===== config.mk =====
export PLATFORM = sky130hd
export DESIGN_NAME = alu3_core
export DESIGN_NICKNAME = d
export VERILOG_FILES = /design/src/rtl/alu3_pkg.sv /design/src/rtl/alu3_addsub.sv /design/src/rtl/alu3_bool.sv /design/src/rtl/alu3_shift.sv /design/src/rtl/alu3_flags.sv /design/src/rtl/alu3_core.sv
export SDC_FILE = /design/constraint.sdc
export NUM_CORES = 1
export LEC_CHECK = 0
export BUFFER_PORTS_ARGS = -buffer_cell sky130_fd_sc_hd__buf_4
export CAP_MARGIN = 30
export CORE_MARGIN = 2
export CORE_UTILIZATION = 65
export DETAILED_ROUTE_END_ITERATION = 6
export PLACE_DENSITY = 0.88
export SYNTH_ARGS = -nofsm -noshare
export SYNTH_HDL_FRONTEND = slang
export SYNTH_SLANG_ARGS = --single-unit

===== constraint.sdc =====
create_clock -name vclk -period 48.3
set_clock_uncertainty 0.1 [all_clocks]
set_input_delay 7.245 -clock vclk [all_inputs]
set_output_delay 7.245 -clock vclk [all_outputs]
set_load 0.02 [all_outputs]

===== src/rtl/alu3_pkg.sv =====
package alu3_pkg;

   // Logic unit function codes
   typedef enum logic [1:0] {
      BOOL_AND = 2'b00,
      BOOL_OR  = 2'b01,
      BOOL_XOR = 2'b10,
      BOOL_NOR = 2'b11
   } bool_op_e;

   // Adder implementation variants
   typedef enum int {
      ADD_RIPPLE   = 0,
      ADD_OPERATOR = 1
   } add_arch_e;

endpackage


===== src/rtl/alu3_addsub.sv =====
module alu3_addsub
   import alu3_pkg::*;
#(
   parameter int        WIDTH = 32,
   parameter add_arch_e ARCH  = ADD_RIPPLE
) (
   input  logic [WIDTH-1:0] op_a,
   input  logic [WIDTH-1:0] op_b,
   input  logic             do_sub,
   output logic [WIDTH-1:0] sum,
   output logic             carry_out,
   output logic             ovf
);
   localparam int MSB = WIDTH - 1;

   logic [WIDTH-1:0] b_eff;
   assign b_eff = op_b ^ {WIDTH{do_sub}};

   generate
      if (ARCH == ADD_RIPPLE) begin : g_ripple
         logic [WIDTH:0] cy;
         assign cy[0] = do_sub;
         for (genvar i = 0; i < WIDTH; i++) begin : g_fa
            logic p;
            assign p        = op_a[i] ^ b_eff[i];
            assign sum[i]   = p ^ cy[i];
            assign cy[i+1]  = (op_a[i] & b_eff[i]) | (p & cy[i]);
         end
         assign carry_out = cy[WIDTH];
         assign ovf       = cy[WIDTH] ^ cy[WIDTH-1];
      end else begin : g_operator
         logic [WIDTH:0] wide;
         assign wide      = {1'b0, op_a} + {1'b0, b_eff} + {{WIDTH{1'b0}}, do_sub};
         assign sum       = wide[WIDTH-1:0];
         assign carry_out = wide[WIDTH];
         assign ovf       = (op_a[MSB] == b_eff[MSB]) && (sum[MSB] != op_a[MSB]);
      end
   endgenerate

   always_comb begin

      eq_sub_chk: assert (!(do_sub && (op_a == op_b)) || (sum == '0 && carry_out));

      add_ref_chk: assert (do_sub || ({carry_out, sum} == ({1'b0, op_a} + {1'b0, op_b})));
   end

endmodule


===== src/rtl/alu3_bool.sv =====
module alu3_bool_slice
   import alu3_pkg::*;
(
   input  logic     ai,
   input  logic     bi,
   input  bool_op_e op,
   output logic     qi
);
   logic t_and, t_or, t_xor, t_nor;
   assign t_and = ai & bi;
   assign t_or  = ai | bi;
   assign t_xor = ai ^ bi;
   assign t_nor = ~t_or;

   always_comb begin
      unique case (op)
         BOOL_AND: qi = t_and;
         BOOL_OR:  qi = t_or;
         BOOL_XOR: qi = t_xor;
         BOOL_NOR: qi = t_nor;
         default:  qi = t_and;
      endcase
   end
endmodule

module alu3_bool
   import alu3_pkg::*;
#(
   parameter int WIDTH = 32
) (
   input  logic [WIDTH-1:0] op_a,
   input  logic [WIDTH-1:0] op_b,
   input  bool_op_e         op,
   output logic [WIDTH-1:0] q
);
   for (genvar i = 0; i < WIDTH; i++) begin : g_slice
      alu3_bool_slice u_slice (
         .ai (op_a[i]),
         .bi (op_b[i]),
         .op (op),
         .qi (q[i])
      );
   end

   always_comb begin

      xor_form_chk: assert (op != BOOL_XOR || q == ((op_a | op_b) & ~(op_a & op_b)));

      nor_and_chk: assert (op != BOOL_NOR || (q & op_a) == '0);
   end
endmodule


===== src/rtl/alu3_shift.sv =====
module alu3_shift #(
   parameter int WIDTH   = 32,
   parameter int SHAMT_W = $clog2(WIDTH)
) (
   input  logic [WIDTH-1:0]   din,
   input  logic [SHAMT_W-1:0] amount,
   input  logic               to_right,
   input  logic               arith,
   output logic [WIDTH-1:0]   dout
);
   localparam int MSB = WIDTH - 1;

   logic             fill;
   logic [WIDTH-1:0] entry;
   logic [WIDTH-1:0] stage [SHAMT_W+1];

   assign fill = to_right & arith & din[MSB];

   // Right shifts reuse the left barrel on the bit-reversed word.
   for (genvar i = 0; i < WIDTH; i++) begin : g_rev_in
      assign entry[i] = to_right ? din[MSB-i] : din[i];
   end

   assign stage[0] = entry;

   for (genvar s = 0; s < SHAMT_W; s++) begin : g_stage
      localparam int DIST = 1 << s;
      for (genvar i = 0; i < WIDTH; i++) begin : g_bit
         if (i >= DIST) begin : g_take
            assign stage[s+1][i] = amount[s] ? stage[s][i-DIST] : stage[s][i];
         end else begin : g_fill
            assign stage[s+1][i] = amount[s] ? fill : stage[s][i];
         end
      end
   end

   for (genvar i = 0; i < WIDTH; i++) begin : g_rev_out
      assign dout[i] = to_right ? stage[SHAMT_W][MSB-i] : stage[SHAMT_W][i];
   end

   logic [WIDTH-1:0] low_mask;
   assign low_mask = (WIDTH'(1) << amount) - WIDTH'(1);

   always_comb begin

      shamt_zero_chk: assert (amount != '0 || dout == din);

      left_fill_chk: assert (to_right || (dout & low_mask) == '0);
   end
endmodule


===== src/rtl/alu3_flags.sv =====
module alu3_flags #(
   parameter int WIDTH = 32
) (
   input  logic [WIDTH-1:0] res,
   output logic             is_zero,
   output logic             is_neg
);
   assign is_zero = ~|res;
   assign is_neg  = res[WIDTH-1];
endmodule


===== src/rtl/alu3_core.sv =====
module alu3_core
   import alu3_pkg::*;
#(
   parameter int        WIDTH    = 32,
   parameter add_arch_e ADD_ARCH = ADD_RIPPLE
) (
   input  logic [31:0] a,
   input  logic [31:0] b,
   input  logic        sub,
   input  logic [1:0]  bool_fn,
   input  logic        shift_right,
   input  logic        shift_arith,
   input  logic        pick_shift,
   input  logic        pick_logic,
   output logic [31:0] result,
   output logic        flag_z,
   output logic        flag_n,
   output logic        flag_c,
   output logic        flag_v
);
   localparam int SHAMT_W = $clog2(WIDTH);

   if (WIDTH != 32) begin : g_bad_width
      $error("alu3_core: WIDTH must match the 32-bit port list");
   end
   if ((1 << SHAMT_W) != WIDTH) begin : g_bad_pow2
      $error("alu3_core: WIDTH must be a power of two");
   end

   logic [WIDTH-1:0] sum_w, bool_w, shift_w, pair_w;
   logic             c_w, v_w;

   alu3_addsub #(.WIDTH(WIDTH), .ARCH(ADD_ARCH)) u_addsub (
      .op_a      (a),
      .op_b      (b),
      .do_sub    (sub),
      .sum       (sum_w),
      .carry_out (c_w),
      .ovf       (v_w)
   );

   alu3_bool #(.WIDTH(WIDTH)) u_bool (
      .op_a (a),
      .op_b (b),
      .op   (bool_op_e'(bool_fn)),
      .q    (bool_w)
   );

   alu3_shift #(.WIDTH(WIDTH), .SHAMT_W(SHAMT_W)) u_shift (
      .din      (a),
      .amount   (b[SHAMT_W-1:0]),
      .to_right (shift_right),
      .arith    (shift_arith),
      .dout     (shift_w)
   );

   assign pair_w = pick_shift ? shift_w : bool_w;
   assign result = pick_logic ? pair_w  : sum_w;
   assign flag_c = c_w;
   assign flag_v = v_w;

   alu3_flags #(.WIDTH(WIDTH)) u_flags (
      .res     (result),
      .is_zero (flag_z),
      .is_neg  (flag_n)
   );

   always_comb begin

      zero_not_neg_chk: assert (!flag_z || !flag_n);

      arith_sel_chk: assert (pick_logic || !(flag_z && !sub && (a == '0) && (b != '0)));
   end

endmodule


==> impl_metrics.env <==
export IMPL_status="finished, final reports clean"
export IMPL_overflow=0
export IMPL_worstSetupStartpointType="primary input"
export IMPL_dr_pass1_iters=6
export IMPL_finalSetupTns_ns=0
export IMPL_finalCriticalPeriod_ns=29.03
export IMPL_path_max_fanout=32
export IMPL_grt_usage_pct=46.2
export IMPL_seq_area_frac_synth_pct=0
export IMPL_first_iter_violations=987
export IMPL_drive_gt1_share_pct=21.9
export IMPL_area_sequential_sq_um=0
export IMPL_worst_pin_slew_ns=0.905
export IMPL_ios=107
export IMPL_muxShareOfSynthArea_pct=25.5
export IMPL_clock_buffers=0
export IMPL_final_core_util_pct=73.5
export IMPL_dieArea_sq_um=10700
export IMPL_grt_antenna_before_repair=0
export IMPL_ys_warn_count=0
export IMPL_power_total_w=0.000109
export IMPL_finalCritPeriodShare_pct=60.1
export IMPL_setup_violations_final=0
export IMPL_initial_core_util_pct=66.4
export IMPL_die_w_um=103
export IMPL_antenna_left=0
export IMPL_drt_total_wl_mm=24.4
export IMPL_n_antenna_cell=0
export IMPL_design_seq_count=0
export IMPL_synth_top_family_by_area="multiplexers"
export IMPL_required_ns=40.96
export IMPL_via_per_inst=7.30
export IMPL_place_area_sq_um=7090
export IMPL_final_hold_violation_count=0
export IMPL_grt_max_degree=80
export IMPL_syn2layout_area_growth_pct=10.7
export IMPL_slew_headroom_pct=39.5
export IMPL_leakage_nw=3.10
export IMPL_syn_nets=948
export IMPL_grt_pass1_wl_mm=36.7
export IMPL_rows=36
export IMPL_port_buffers=107
export IMPL_synth_compound_area_share_pct=21.0
export IMPL_crit_type="in2out"
export IMPL_end_kind="output port"
export IMPL_yosys_cell_types_count=66
export IMPL_synthCells=782
export IMPL_cp_data_arrival_time_ns=21.69
export IMPL_min_path_type="in2out"
export IMPL_slowest_stage="or4_1"
export IMPL_post_cts_resized=0
export IMPL_maxCapViolCount=0
export IMPL_route_detailed_drc=0
export IMPL_pwr_density_cell_nw_per_um2=15.3
export IMPL_cp_common_cell="fa_1"
export IMPL_report_final_slew_viol_count=0
export IMPL_synth_fa_ha_area_share_pct=22.1
export IMPL_max_stage_delay_ns=0.61
export IMPL_core_area_sq_um=9680
export IMPL_rsz0062_at_grt="no"
export IMPL_yosys_area_share_simple_pct=13.2
export IMPL_dp_hpwl_mm=19.4
export IMPL_wl_per_cell_um=25.5
export IMPL_place_gp_congestion=1.21
export IMPL_fin_area_sq_um=7120
export IMPL_avgSynthCellArea_sq_um=8.22
export IMPL_synth_xor_area_share_pct=8.99
export IMPL_fp_dieH_um=103
export IMPL_finalNetCount=995
export IMPL_fmax_mhz=34.4
export IMPL_hold_slack_ns=14.95
export IMPL_cts_hold_fix_buffers=0
export IMPL_post_cts_buffers=0
export IMPL_grt_pass1_vias=6422
export IMPL_vias=7005
export IMPL_nFillCells=760
export IMPL_netlist_area_sq_um=6430
export IMPL_irDropWorstVdd_mv=0.0110
==> worst max-delay path, delay by kind of cell <==
family,cells,cell delay [ns]
compound gates,1,0.14
xor+xnor,1,0.17
simple gates,2,0.82
fa+ha+maj,31,12.64
buf+inv,2,0.63
==> cell families (layout without fill, tap and decap cells) <==
logic type / Yosys count / after routing
simple gates: 180 / 180
compound gates: 208 / 208
fa+ha+maj: 95 / 95
mux: 97 / 97
xor+xnor: 66 / 66
buf+inv: 136 / 181
==> cell usage in the layout (no fill, tap or decap), types with 8 or more instances in the layout <==
master / instances
a211oi_1: 26
nor2_1: 60
o22ai_1: 10
a22oi_1: 10
xor2_1: 24
mux2_2: 17
o21ai_0: 37
a21oi_1: 56
mux2i_1: 30
nand3_1: 9
mux4_2: 43
xnor2_1: 42
ha_1: 64
nor2b_1: 21
a31oi_1: 12
nor3_1: 11
fa_1: 31
nand2_1: 49
o21ai_1: 8
buf_4: 109
inv_1: 68
==> area by class of cell <==
cell class | count | area, sq um | area share (%)
repair buffers | 110 | 846 | 11.9
well taps | 133 | 166 | 2.34
multi-input cells | 646 | 5840 | 82.0
inverters | 71 | 267 | 3.74
==> metal layers <==
layer	part of all wire (%)	GRT usage [%]	vias up
li1	-	-	2955
met1	35	61.6	3268
met2	44	69.7	654
met3	15	12.4	128
met4	7.0	22.7	0
met5	0	0	-
==> synthesized netlist by cell type, drive strengths merged, types with 2 or more instances <==
cell	count	area [sq um]
o21ai	45	225
or2	2	12.5
nor2	60	225
a211oi	26	195
mux4	49	1130
nand3	9	45.0
a32o	2	20.0
xnor2	42	368
o22ai	10	62.6
nor4	2	18.8
nor3	11	55.1
a2111oi	3	32.5
nand2	49	184
a221oi	6	58.8
or4	7	52.6
a2bb2oi	2	17.5
o2bb2ai	4	35.0
xor2	24	210
o211ai	7	52.6
a222oi	3	30.0
ha	64	801
mux2	17	191
a21o	2	15.0
a31oi	12	75.1
o221ai	6	52.6
fa	31	621
mux2i	31	323
and2	5	33.8
nand2b	5	31.3
a21oi	56	280
clkinv	2	7.51
inv	69	259
and3	4	25.0
a22oi	10	75.1
buf	31	194
nor2b	21	131
nand4	3	18.8
clkbuf	34	128
==> worst paths after layout <==
path | start | to | slack [ns] | cells after the start
worst max-delay path | sub | flag_z | 19.27 | 37
worst min-delay path | pick_logic | result[6] | 14.95 | 4
==> stage by stage <==
| step | setup slack [ns] | instances |
|---|---|---|
| final | 19.27 | 960 |
| after global routing | 18.97 | 960 |
| after CTS | 19.40 | 959 |
| after detailed placement | 19.43 | 959 |
| after global placement | 19.61 | 959 |
| after floorplan | 19.83 | 782 |
==> power breakdown <==
| group | switching, W | internal [W] |
|---|---|---|
| combinational | 0.0000650 | 0.0000442 |
| sequential | 0 | 0 |
| clock | 0 | 0 |
Note: power is estimated with default switching activity, not from simulation.
